--- config.mk ---
export PLATFORM = sky130hd
export DESIGN_NAME = sample_watchdog
export DESIGN_NICKNAME = d
export VERILOG_FILES = /design/src/rtl/wdt_pkg.sv /design/src/rtl/wdt_phase.sv /design/src/rtl/wdt_down.sv /design/src/rtl/sample_watchdog.sv
export SDC_FILE = /design/constraint.sdc
export NUM_CORES = 1
export LEC_CHECK = 0
export CORE_MARGIN = 1
export CORE_UTILIZATION = 50
export DETAILED_ROUTE_END_ITERATION = 7
export GPL_TIMING_DRIVEN = 0
export PLACE_DENSITY = 0.76
export SYNTH_ARGS = -nofsm -noshare
export SYNTH_HDL_FRONTEND = slang
export SYNTH_SLANG_ARGS = --single-unit
--- constraint.sdc ---
create_clock -name clk -period 2.2 [get_ports clk]
set_input_delay 0.44 -clock clk [delete_from_list [all_inputs] [get_ports clk]]
set_output_delay 0.44 -clock clk [all_outputs]
set_load 0.01 [all_outputs]
--- src/rtl/wdt_pkg.sv ---
package wdt_pkg;

    // Decoded configuration bits of the watchdog
    typedef struct packed {
        logic enable;
        logic no_refill;
    } wdt_ctrl_t;

    // Refill interval expressed as phase counter width (2**4 = 16 samples)
    localparam int unsigned WDT_PHASE_W_DEF = 4;

endpackage

--- src/rtl/wdt_phase.sv ---
module wdt_phase #(
    parameter int unsigned PHASE_W = 4
) (
    input  logic clk,
    input  logic rst_n,
    input  logic enable_i,
    input  logic tick_i,
    output logic wrap_o
);
    localparam logic [PHASE_W-1:0] LAST = {PHASE_W{1'b1}};

    typedef struct packed {
        logic [PHASE_W-1:0] phase;
    } phase_st_t;

    phase_st_t st_d, st_q;

    always_comb begin
        st_d = st_q;
        if (!enable_i) begin
            st_d.phase = '0;
        end else if (tick_i) begin
            st_d.phase = st_q.phase + 1'b1;
        end
    end

    always_ff @(posedge clk or negedge rst_n) begin
        if (!rst_n) st_q <= '0;
        else        st_q <= st_d;
    end

    assign wrap_o = enable_i && tick_i && (st_q.phase == LAST);

    // disabling clears the phase
    assert_phase_clear_R7: assert property (@(posedge clk) disable iff (!rst_n)
        !enable_i |=> (st_q.phase == '0));

    // each enabled strobe advances the phase
    assert_phase_step_R4: assert property (@(posedge clk) disable iff (!rst_n)
        (enable_i && tick_i) |=> (st_q.phase == PHASE_W'($past(st_q.phase) + 1'b1)));

    // no strobe, no movement
    assert_phase_idle_R4: assert property (@(posedge clk) disable iff (!rst_n)
        (enable_i && !tick_i) |=> $stable(st_q.phase));

endmodule

--- src/rtl/wdt_down.sv ---
module wdt_down #(
    parameter int unsigned CNT_W = 32
) (
    input  logic             clk,
    input  logic             rst_n,
    input  logic             enable_i,
    input  logic             refill_i,
    input  logic [CNT_W-1:0] init_i,
    output logic             zero_o
);
    typedef struct packed {
        logic [CNT_W-1:0] cnt;
    } down_st_t;

    down_st_t st_d, st_q;

    always_comb begin
        st_d = st_q;
        if (!enable_i) begin
            st_d.cnt = init_i;
        end else if (st_q.cnt != '0) begin
            if (refill_i) st_d.cnt = init_i;
            else          st_d.cnt = st_q.cnt - 1'b1;
        end
    end

    always_ff @(posedge clk or negedge rst_n) begin
        if (!rst_n) st_q <= '0;
        else        st_q <= st_d;
    end

    assign zero_o = (st_q.cnt == '0);

    // disabled count follows the start value
    assert_hold_init_R1: assert property (@(posedge clk) disable iff (!rst_n)
        !enable_i |=> (st_q.cnt == $past(init_i)));

    // plain decrement
    assert_decrement_R2: assert property (@(posedge clk) disable iff (!rst_n)
        (enable_i && (st_q.cnt != '0) && !refill_i) |=> (st_q.cnt == CNT_W'($past(st_q.cnt) - 1'b1)));

    // zero is sticky while enabled
    assert_zero_sticky_R3: assert property (@(posedge clk) disable iff (!rst_n)
        (enable_i && (st_q.cnt == '0)) |=> (st_q.cnt == '0));

    // refill beats decrement
    assert_refill_wins_R6: assert property (@(posedge clk) disable iff (!rst_n)
        (enable_i && (st_q.cnt != '0) && refill_i) |=> (st_q.cnt == $past(init_i)));

endmodule

--- src/rtl/sample_watchdog.sv ---
module sample_watchdog #(
    parameter int unsigned CNT_W   = 32,
    parameter int unsigned PHASE_W = wdt_pkg::WDT_PHASE_W_DEF
) (
    input  logic             clk,
    input  logic             rst_n,
    input  logic             wd_enable,
    input  logic             no_refill,
    input  logic [CNT_W-1:0] start_count,
    input  logic             sample_tick,
    output logic             reset_req
);
    import wdt_pkg::*;

    typedef struct packed {
        logic armed;
    } top_st_t;

    wdt_ctrl_t ctrl;
    top_st_t   st_d, st_q;
    logic      wrap, refill, at_zero;

    assign ctrl.enable    = wd_enable;
    assign ctrl.no_refill = no_refill;

    wdt_phase #(.PHASE_W(PHASE_W)) u_phase (
        .clk      (clk),
        .rst_n    (rst_n),
        .enable_i (ctrl.enable),
        .tick_i   (sample_tick),
        .wrap_o   (wrap)
    );

    assign refill = wrap && !ctrl.no_refill;

    wdt_down #(.CNT_W(CNT_W)) u_down (
        .clk      (clk),
        .rst_n    (rst_n),
        .enable_i (ctrl.enable),
        .refill_i (refill),
        .init_i   (start_count),
        .zero_o   (at_zero)
    );

    always_comb begin
        st_d       = st_q;
        st_d.armed = ctrl.enable;
    end

    always_ff @(posedge clk or negedge rst_n) begin
        if (!rst_n) st_q <= '0;
        else        st_q <= st_d;
    end

    assign reset_req = st_q.armed && at_zero;

    // inhibit blocks every refill
    assert_no_refill_R5: assert property (@(posedge clk) disable iff (!rst_n)
        no_refill |-> !refill);

    // once raised, the request holds while enabled
    assert_req_latched_R3: assert property (@(posedge clk) disable iff (!rst_n)
        (reset_req && wd_enable) |=> reset_req);

    // disabling drops the request on the next edge
    assert_req_off_R1: assert property (@(posedge clk) disable iff (!rst_n)
        !wd_enable |=> !reset_req);

endmodule

# [After elaboration in Yosys (flattened, before gate mapping)]
# Cells that the tools add are included.
[classes] reduce_logical=7 n_addsub=2 n_eq_ne=3 muxes=5
[op_table] operator="32-bit 2-to-1 mux" count=3
[op_table] operator="32-bit logical NOT" count=1
[op_table] operator="32-bit nonzero test" count=1
[op_table] operator="32-bit by 1-bit subtractor with 32-bit output, second input constant" count=1
[op_table] operator="4-bit 2-to-1 mux" count=2
[op_table] operator="4-bit by 1-bit adder with 4-bit output, second input constant" count=1
[op_table] operator="4-bit == test, second input constant" count=1
[op_table] operator="1-bit logical AND" count=4
[op_table] operator="2-bit by 1-bit != test with 1-bit output, second input constant" count=2
[op_table] operator="1-bit logical NOT" count=1
[word_totals] regBits=37 input_bits=37 out_inout_bits=1 elab_cells=20

# [Depth between registers and ports, before layout]
# Gate-level depths: netlist of run 1.
[depth] word_depth=6 depth_mapped=9 mapped_depth_nobuf=7

# [By module]
# Synthesis of run 1 repeated with hierarchy kept, for this count alone.
[hier_totals] hier_cells=271 area_unflattened_um2=2369.8
[modules_own_cells] module="wdt_down" area_each_um2=2112.0 seq_area_each_um2=800.8 n_inst=1 cells_each=248
[modules_own_cells] module="wdt_phase" area_each_um2=212.7 seq_area_each_um2=100.1 n_inst=1 cells_each=20
[modules_own_cells] module="sample_watchdog" area_each_um2=45.0 seq_area_each_um2=25.0 n_inst=1 cells_each=3

# [Worst setup path after synthesis of run 1]
# No wires, ideal clock.
[synth_path] path_kind="register to output" startpoint="register u_down.st_q[12] (netlist bit)" endpoint="output port reset_req" t_arrival_ps=1826 slack_ps=-66 path_stages_with_launch=6 n_path_buf=1 required_time_ps=1760 cell_sequence="dfrtp_1 -> nor4_4 -> nand4_2 -> buf_4 -> or2_2 -> nor4_1"
[synth_via] elab_chain_cells=2
[synth_rtl] element="start: declaration" line="wdt_down.sv:15" text="down_st_t st_d, st_q;"
[synth_rtl] element="start signal: assignment" line="wdt_down.sv:29" text="else st_q <= st_d;"
[synth_rtl] element="32-bit logical NOT" line="wdt_down.sv:32" text="assign zero_o = (st_q.cnt == '0);"
[synth_rtl] element="1-bit logical AND" line="sample_watchdog.sv:55" text="assign reset_req = st_q.armed && at_zero;"
[synth_rtl] element="end: declaration" line="sample_watchdog.sv:11" text="output logic reset_req"
# Every way passes these cells.

# [Worst setup path after layout of run 1]
[layout_path] startpoint="register u_down.st_q[13] (netlist bit)" endpoint="output port reset_req"
# The elaborated chain is that of the path after synthesis.

==> results of run 1 <==
[registers in the layout, indices dropped and copies added (netlist names)]
signal / flops
u_down.st_q: 32
u_phase.st_q: 4
st_q: 1
[what timing repair did]
item / in CTS / in global routing
pin swaps: 4 / 10
buffers inserted: 10 / 11
gates cloned: 0 / 1
endpoints found under the setup margin: 33 / 32
resized for setup: 21 / 32
[worst paths after layout]
kind	start	to	slack (ps)	cells past startpoint
setup reg to reg	u_down.st_q[0]$_DFFE_PN0P_	u_down.st_q[17]$_DFFE_PN0P_	20	6
setup / recovery	u_down.st_q[13]$_DFFE_PN0P_	reset_req	-270	6
min in group clk	u_down.st_q[9]$_DFFE_PN0P_	u_down.st_q[9]$_DFFE_PN0P_	570	1
max in group asynchronous	rst_n	u_down.st_q[16]$_DFFE_PN0P_	1360	1
hold reg to reg	u_down.st_q[9]$_DFFE_PN0P_	u_down.st_q[9]$_DFFE_PN0P_	570	1
hold / removal	rst_n	u_phase.st_q[2]$_DFFE_PN0P_	240	1
[per-layer routing]
layer | up-vias | share of wire
met4 | 0 | 0.028
li1 | 1082 | -
met1 | 1100 | 0.40
met5 | - | 0
met3 | 23 | 0.071
met2 | 128 | 0.50
[logic make-up after synthesis]
| logic type | count (synthesis) | synth area share |
|---|---|---|
| XOR/XNOR | 13 | 0.05022 |
| AND/OR/NAND/NOR | 89 | 0.2357 |
| buffers and inverters | 20 | 0.04415 |
| AO/OA/AOI/OAI | 93 | 0.2417 |
| multiplexers | 2 | 0.008830 |
| flip-flops | 37 | 0.4084 |
| adder cells (fa/ha/maj) | 2 | 0.01104 |
[per-stage QoR]
step / TNS (ps) / setup slack (ps) / total power [µW] / utilization
final: -269.1 / -269.1 / 1658 / 0.7118
after detailed placement: -8278 / -668.2 / 1111 / 0.6210
after floorplan: 0 / 31.75 / 979.6 / -
after global routing: -838.0 / -304.5 / 1728 / 0.7118
after global placement: -15790 / -666.8 / 1103 / 0.6221
after CTS: -261.0 / -261.0 / 1620 / 0.6704
[synth_stat cells, types with 3 or more instances]
cell                        instances
sky130_fd_sc_hd__clkbuf_1           9
sky130_fd_sc_hd__nor4_1            10
sky130_fd_sc_hd__o2bb2ai_1          3
sky130_fd_sc_hd__nor4_2             6
sky130_fd_sc_hd__a21oi_1           38
sky130_fd_sc_hd__nand3_1            6
sky130_fd_sc_hd__nor3_1             7
sky130_fd_sc_hd__dfrtp_1           37
sky130_fd_sc_hd__nand2_1           17
sky130_fd_sc_hd__o22ai_1            6
sky130_fd_sc_hd__nor2_1            19
sky130_fd_sc_hd__o21ai_0           26
sky130_fd_sc_hd__and2_1             3
sky130_fd_sc_hd__xnor2_1           12
sky130_fd_sc_hd__inv_1              5
sky130_fd_sc_hd__or3_1              6
[power groups by stage]
stage	Sequential, µW	Clock [µW]	Combinational (µW)
after global placement	832	0	271
after floorplan	819	0	161
final	837	479	341
after CTS	829	484	307
after detailed placement	836	0	274
after global routing	844	510	373
[placed cells by master, fill, tap and decap left out, drive strengths merged, types with 9 or more instances in the layout]
cell type | synthesis | routed
nand2 | 17 | 17
dfrtp | 37 | 37
clkbuf | 9 | 18
nor3 | 9 | 9
xnor2 | 12 | 12
nor4 | 17 | 17
buf | 6 | 28
nor2 | 19 | 19
clkdlybuf4s50 | 0 | 35
o21ai | 28 | 28
a21oi | 38 | 38
[area by class of cell]
cell class | count | area share
plain buffers | 15 | 0.03633
clock buffers | 8 | 0.02584
inverters | 5 | 0.006056
multi-input cells | 199 | 0.4356
flip-flops and latches | 37 | 0.3012
well taps | 52 | 0.02099
repair buffers | 58 | 0.1740
==> run summary, run 1 <==
The area enclosed by the die boundary came out at between 0.004 and 0.005 mm². Detailed placement ended at an HPWL of 4021 µm. The first-pass GRT wire length is between 10000 and 15000 µm. The flow ran to the end, but the final reports show violations. The portion of synthesized cell area occupied by the leading cell type came out at 0.4084. The final worst setup slack is -269.1 ps. The kind of launch point of the worst setup path is a flip-flop.

The clock reaches the later pin of the worst-skew pair after 300 ps. The largest single stage delay on the critical path is 440 ps. The number of rows created at floorplan came out at 24. In the synthesized netlist the async set-or-reset flop fraction comes to 1.000. For the worst setup path, the data arrival time is slightly above 2000 ps.

The final layout contains between 300 and 400 nets. The maximum fanout along the worst path came out at 2. The sequential cell area in the final layout is 933.4 µm². Averaged over all synthesized cells, the footprint is around 9 µm². The area inside the core boundary is 0.004354 mm². The I/O pin count came out at 38.

The number of buffers added by the clock tree synthesis step is 5. The number of sinks on the clock net came out at 37. Summed over all cells, the static leakage comes to 0.001167 µW. The cell area power density is 534.9 mW/mm². For this block, the via count after detailed routing is 2333. The number of violations of the max-capacitance limit came out at 0. From synthesis to final layout, the design area changed by 36.70%. Setup repair after global routing could not meet its margin everywhere. The tightest min-delay check is of the in -> async type. The overall routed net length is 6685 µm. The TritonCTS clock tree is built. The detail-routed via count per cell came out at between 6 and 7. STA classifies the critical path endpoint as a primary output. The routed length per placed instance is 17.87 µm.

The DRC violations left came out at 0. The worst hold slack is between 200 and 250 ps. The sequential area share after synthesis came out at 0.4084. The number of setup violations in the final report is 1. The number of placed instances, taps included, is approximately 350. The kind of critical path is reg -> out. The count of endpoints failing hold in the final timing report came out at 0. The post-route non-filler standard cell count is 374. The height of the die is just under 70 µm. The post-detailed-placement cell area came out at roughly 0.0027 mm².

The largest total area in the synthesized netlist belongs to sky130_fd_sc_hd__dfrtp_1. The max-slew violation total from the final report was 0. The floorplan step set the die width to 69.34 µm.

For this configuration, the core starts out at a cell density of 0.5207. The first detailed-routing pass ran for 5 iterations. The global-route total usage across every layer is 0.2735. The maximum vdd ir drop is roughly 0.37 mV.

The synthesized design contains 0 enable-type register cells. The switching share of power is 0.3049. The residual overflow from global routing is 0. Summing all non-filler instances in the final layout gives an area of 0.003099 mm².

The slowest stage of the critical path belongs to the cell sky130_fd_sc_hd__dfrtp_2. The number of buffers added on ports is 37. For this run, the leading register cell type out of synthesis is sky130_fd_sc_hd__dfrtp_1. Of the total power, combinational logic draws 0.206.

The final antenna-violating net count is 0. The achievable frequency came out at around 400 MHz. In the global route stage, met2 resource usage came out at 0.4552. In this run the most used layer during global routing was met2. The number of storage elements in the synthesis netlist came out at 37.

The mapped cell area is between 0.002 and 0.0025 mm². Dividing the final minimum period by the clock period gives 1.122. The worst-margin pin slew is 852.8 ps. The root buffer cell chosen for the clock tree is sky130_fd_sc_hd__clkbuf_8. The critical path goes through nor4_4 -> nand4_2 -> buf_6 -> or2_4 -> nor4_2 -> buf_2. The met3 demand-to-capacity share in global routing came out at 0.06250. The worst slew margin relative to its limit came out at 0.4315. The routing usage on met1 came out at 0.3431. The count of antenna diodes in the layout is 0. The number of instances in the synthesized netlist is 256. The largest buffer count on any clock path came out at 2. Routability-driven placement finished with a final weighted congestion of 0.8731. The share of power burned in the clock network came out at 0.289. The number of global-route vias before repair was around 2200. The multi-input gate area in the final layout came out at roughly 0.0014 mm². The cell family contributing the most delay on the critical path is simple AND/OR/NAND/NOR gates. The share of layout cells above drive strength 1 came out at 0.2267. The minimum clock period is 2469 ps.

The number of antenna violations at the first check in global routing is 0. The maximum number of pins on one net before global-route repair came out at 38. The number of nets in the synthesized netlist is 295. The sequential fraction of design power is 0.505.

The CTS clock-pin slew for the worst setup and hold paths came out at 80 ps. The count of yosys warnings during synthesis came out at 0. The first routing iteration left 239 violations. The number of filler cells placed in the layout came out at 315. In this run, post-CTS hold repair placed 0 buffers. The internal power of the cells totals 1152 µW.

In this run the power spent charging and discharging nets is roughly 510 µW. Counting both buffers and inverters, the worst setup path holds a total of 2. The final worst clock skew is 6.547 ps. In the post-synthesis netlist, the biggest area contributors are sky130_fd_sc_hd__dfrtp_1 (41%), sky130_fd_sc_hd__a21oi_1 (8.4%), sky130_fd_sc_hd__o21ai_0 (5.7%). For the worst setup path, the data required time is 1760 ps.

The final reports fail on negative setup slack. In this run the number of H-tree levels came out at 2. The number of unique standard cell types used by synthesis is 45.
Power figures use the tool's default switching activity.
==> inputs of run 2 (changes only) <==
Settings changed: CORE_UTILIZATION 50 to 48.
Clock period 2.2 ns to 2.1 ns, I/O delays scaled along.
==> run 2 against run 1 <==
Against the previous run:
- the flow finishes with violations (design-rule violations, negative setup slack)
- critical path depth did not move
- power rose by 8.8%
- via count rose by 2.7%
- clock power rose by 10%
- final cell count rose by 0.80%
- sequential share of layout area fell by 2.0 points
- combinational power rose by 14%
- count of clock-buffer cells in the layout fell by 1
- cell area rose by 7.2%
- largest power group unchanged
==> run summary, run 2 (same netlist as run 1, synthesis figures left out) <==
The run finished, with violations left. The checks that failed: design-rule violations, negative setup slack. The achievable frequency came out at between 400 and 500 MHz.

In the routed layout, each cell is associated on average with a via count of 6.353. The worst-margin pin slew is 861.1 ps. The accumulated negative setup slack came out at -285.1 ps.

The area growth from synthesis to layout is 46.52%. The register with the most flip-flops in the layout has 32 of them. The overall routed net length is between 7000 and 8000 µm. TritonCTS built the clock tree. Counting along the longest clock path gives a buffer depth of 2. The I/O pin count is 38.

The post-detailed-placement cell area is approximately 0.0027 mm². The minimum clock period is 2378 ps. The type of the tightest min-delay check is in -> async. After clock tree synthesis, the clock-pin slew on the worst setup and hold paths is 80 ps.

The region available for standard cell placement spans 0.004444 mm². The endpoint class of the critical path is a primary output. The clock tree synthesis step divided the H-tree into 2 levels. The number of antenna violations at the first check in global routing came out at 0. The maximum fanout along the worst path is 4. The starting density of the core is 0.5101. The worst slew margin relative to its limit is 0.4260. The final worst setup slack is -278.3 ps. For this run, design rule violations remaining after detail routing come to 10. The cell that appears most often on the critical path is sky130_fd_sc_hd__nor4_4. The number of buffers added on ports came out at 37. The first-pass GRT wire length is 11390 µm. The global-route total usage across every layer is 0.2956. For the worst setup path, the data required time is ~1700 ps. The final worst-path cycle share is 1.133. In the layout the commonest cells are sky130_fd_sc_hd__clkdlybuf4s50_1 (34), sky130_fd_sc_hd__dfrtp_1 (30), sky130_fd_sc_hd__a21oi_1 (23), sky130_fd_sc_hd__nor2_1 (19), sky130_fd_sc_hd__buf_4 (18). The final cell area excluding filler cells is 0.003322 mm². The net count of the finished layout is between 300 and 400.

The count of vias placed by the detailed router is around 2400. The routability-driven placement congestion ratio is roughly 0.80. The count of placed standard cells including taps is 345. The cell chosen for the clock root is sky130_fd_sc_hd__clkbuf_8.

The area enclosed by the die boundary came out at 0.005002 mm². The max-slew violation total from the final report came out at 0. The number of cells on the worst reg-to-reg path is 7. The width of the chip is between 70 and 80 µm. The critical path goes through nor4_4 -> nand4_2 -> buf_6 -> or2_4 -> nor4_4 -> buf_2. The latest clock arrival within the worst-skew pair is 310 ps. The number of iterations in the first detailed-routing pass is 6. The number of violations of the max-capacitance limit came out at 0. The residual overflow from global routing is 0. The worst setup path is launched from a flip-flop. The height of the die came out at approximately 71 µm. The initial detailed-routing violation count is approximately 190. The share of layout cells above drive strength 1 came out at 0.3538. The number of buffers added by the clock tree synthesis step is 5. Entering global routing, the biggest net connects 38 pins. The number of rows created at floorplan is 24. The analysis attributes to cell leakage a power of between 0.001 and 0.0015 µW. At the worst endpoint, the arrival time is 1960 ps. The number of buffers added to fix hold violations after cts came out at 0. For this design, the slowest cell found on the critical path is sky130_fd_sc_hd__dfrtp_2. Dividing the detail-routed wire length by the instance count gives 18.71 µm. The critical path is of the reg -> out type. After layout, the design draws a total of about 1800 µW. Setup repair after global routing could not meet its margin everywhere.

The final worst clock skew is roughly 15 ps. The count of endpoints failing hold in the final timing report is 0. The largest registers in the layout are u_down.st_q: 32 flops, u_phase.st_q: 4 flops, st_q: 1 flops. The stage delay of the slowest cell on the critical path is 450 ps. VDD sags by at most 0.3211 mV. The final antenna-violating net count came out at 0.

Setup violations remaining at the end of the flow were counted as 2. CTS saw 37 sinks. The number of global-route vias before repair is 2388. The post-route non-filler standard cell count came out at between 300 and 400. The count of antenna diodes in the layout is 0. Leaving out fill and tap cells, the most frequent cell in the layout is sky130_fd_sc_hd__clkdlybuf4s50_1. Summed over all nets, the half-perimeter wirelength after detailed placement is 4074 µm. The register with the most flip-flops in the final layout is u_down.st_q.

The cell area power density came out at 542.7 mW/mm².
## run 2: cell count changes in the layout (fill, tap and decap cells not counted), sizes merged
cell           before  now
dlymetal6s2s        0    1
clkbuf             18   13
buf                28   36
clkdlybuf4s50      35   34
## run 2: worst max-delay path: cells and delay by family (launching register included)
kind,cells,cell delay (ps)
AND/OR/NAND/NOR,4,880
flip-flops,1,450
buffers and inverters,2,320
## run 2: area by class of cell
type | instances | area (µm²)
inverters | 5 | 18.77
flip-flops and latches | 37 | 934.6
well taps | 52 | 65.06
clock buffers | 7 | 86.33
plain buffers | 13 | 93.84
repair buffers | 64 | 615.6
multi-input cells | 199 | 1508
fillers | 318 | 1122
## run 2: repair_timing
item | CTS | global route
buffers inserted | 21 | 6
setup endpoints to repair | 33 | 33
gates resized for setup | 85 | 31
gates cloned | 3 | 0
pin swaps | 12 | 8
## run 2: worst paths after layout
kind	startpoint	to	slack, ps
max	u_down.st_q[18]$_DFFE_PN0P_	reset_req	-280
min	rst_n	u_down.st_q[1]$_DFFE_PN0P_	220
max reg2reg	u_down.st_q[18]$_DFFE_PN0P_	u_down.st_q[12]$_DFFE_PN0P_	-10
min reg2reg	u_down.st_q[30]$_DFFE_PN0P_	u_down.st_q[30]$_DFFE_PN0P_	570
max in group asynchronous	rst_n	u_down.st_q[17]$_DFFE_PN0P_	1270
min in group clk	u_down.st_q[30]$_DFFE_PN0P_	u_down.st_q[30]$_DFFE_PN0P_	570
## run 2: per-layer routing
layer	up-vias	wire length, µm	GRT usage	share of wire
met5	-	0	0	0
met4	0	156	0.1356	0.022
met3	17	444	0.07123	0.063
met2	110	3524	0.4957	0.50
met1	1176	2928	0.3612	0.42
li1	1092	-	-	-
## run 2: stage by stage
step,utilization,setup WS (ps),hold WS (ps)
after detailed placement,0.6104,-700.9,518.3
after global routing,0.7475,-330.7,273.3
after global placement,0.6115,-702.4,509.2
final,0.7475,-278.3,219.1
after floorplan,-,65.74,124.4
after CTS,0.7264,-250.9,249.1
## run 2: report_power, final
part           switching [µW]  total (µW)  internal [µW]  leakage [µW]
clock                     267         528            261     0.0000443
combinational             179         389            211      0.000773
sequential                105         885            781      0.000423
total                     551        1800           1250       0.00124
==> inputs of run 3 (changes only) <==
Settings changed: CAP_MARGIN set to 30.
==> results of run 3 <==
Final layout, timing and power as in run 2 (identical DEF).
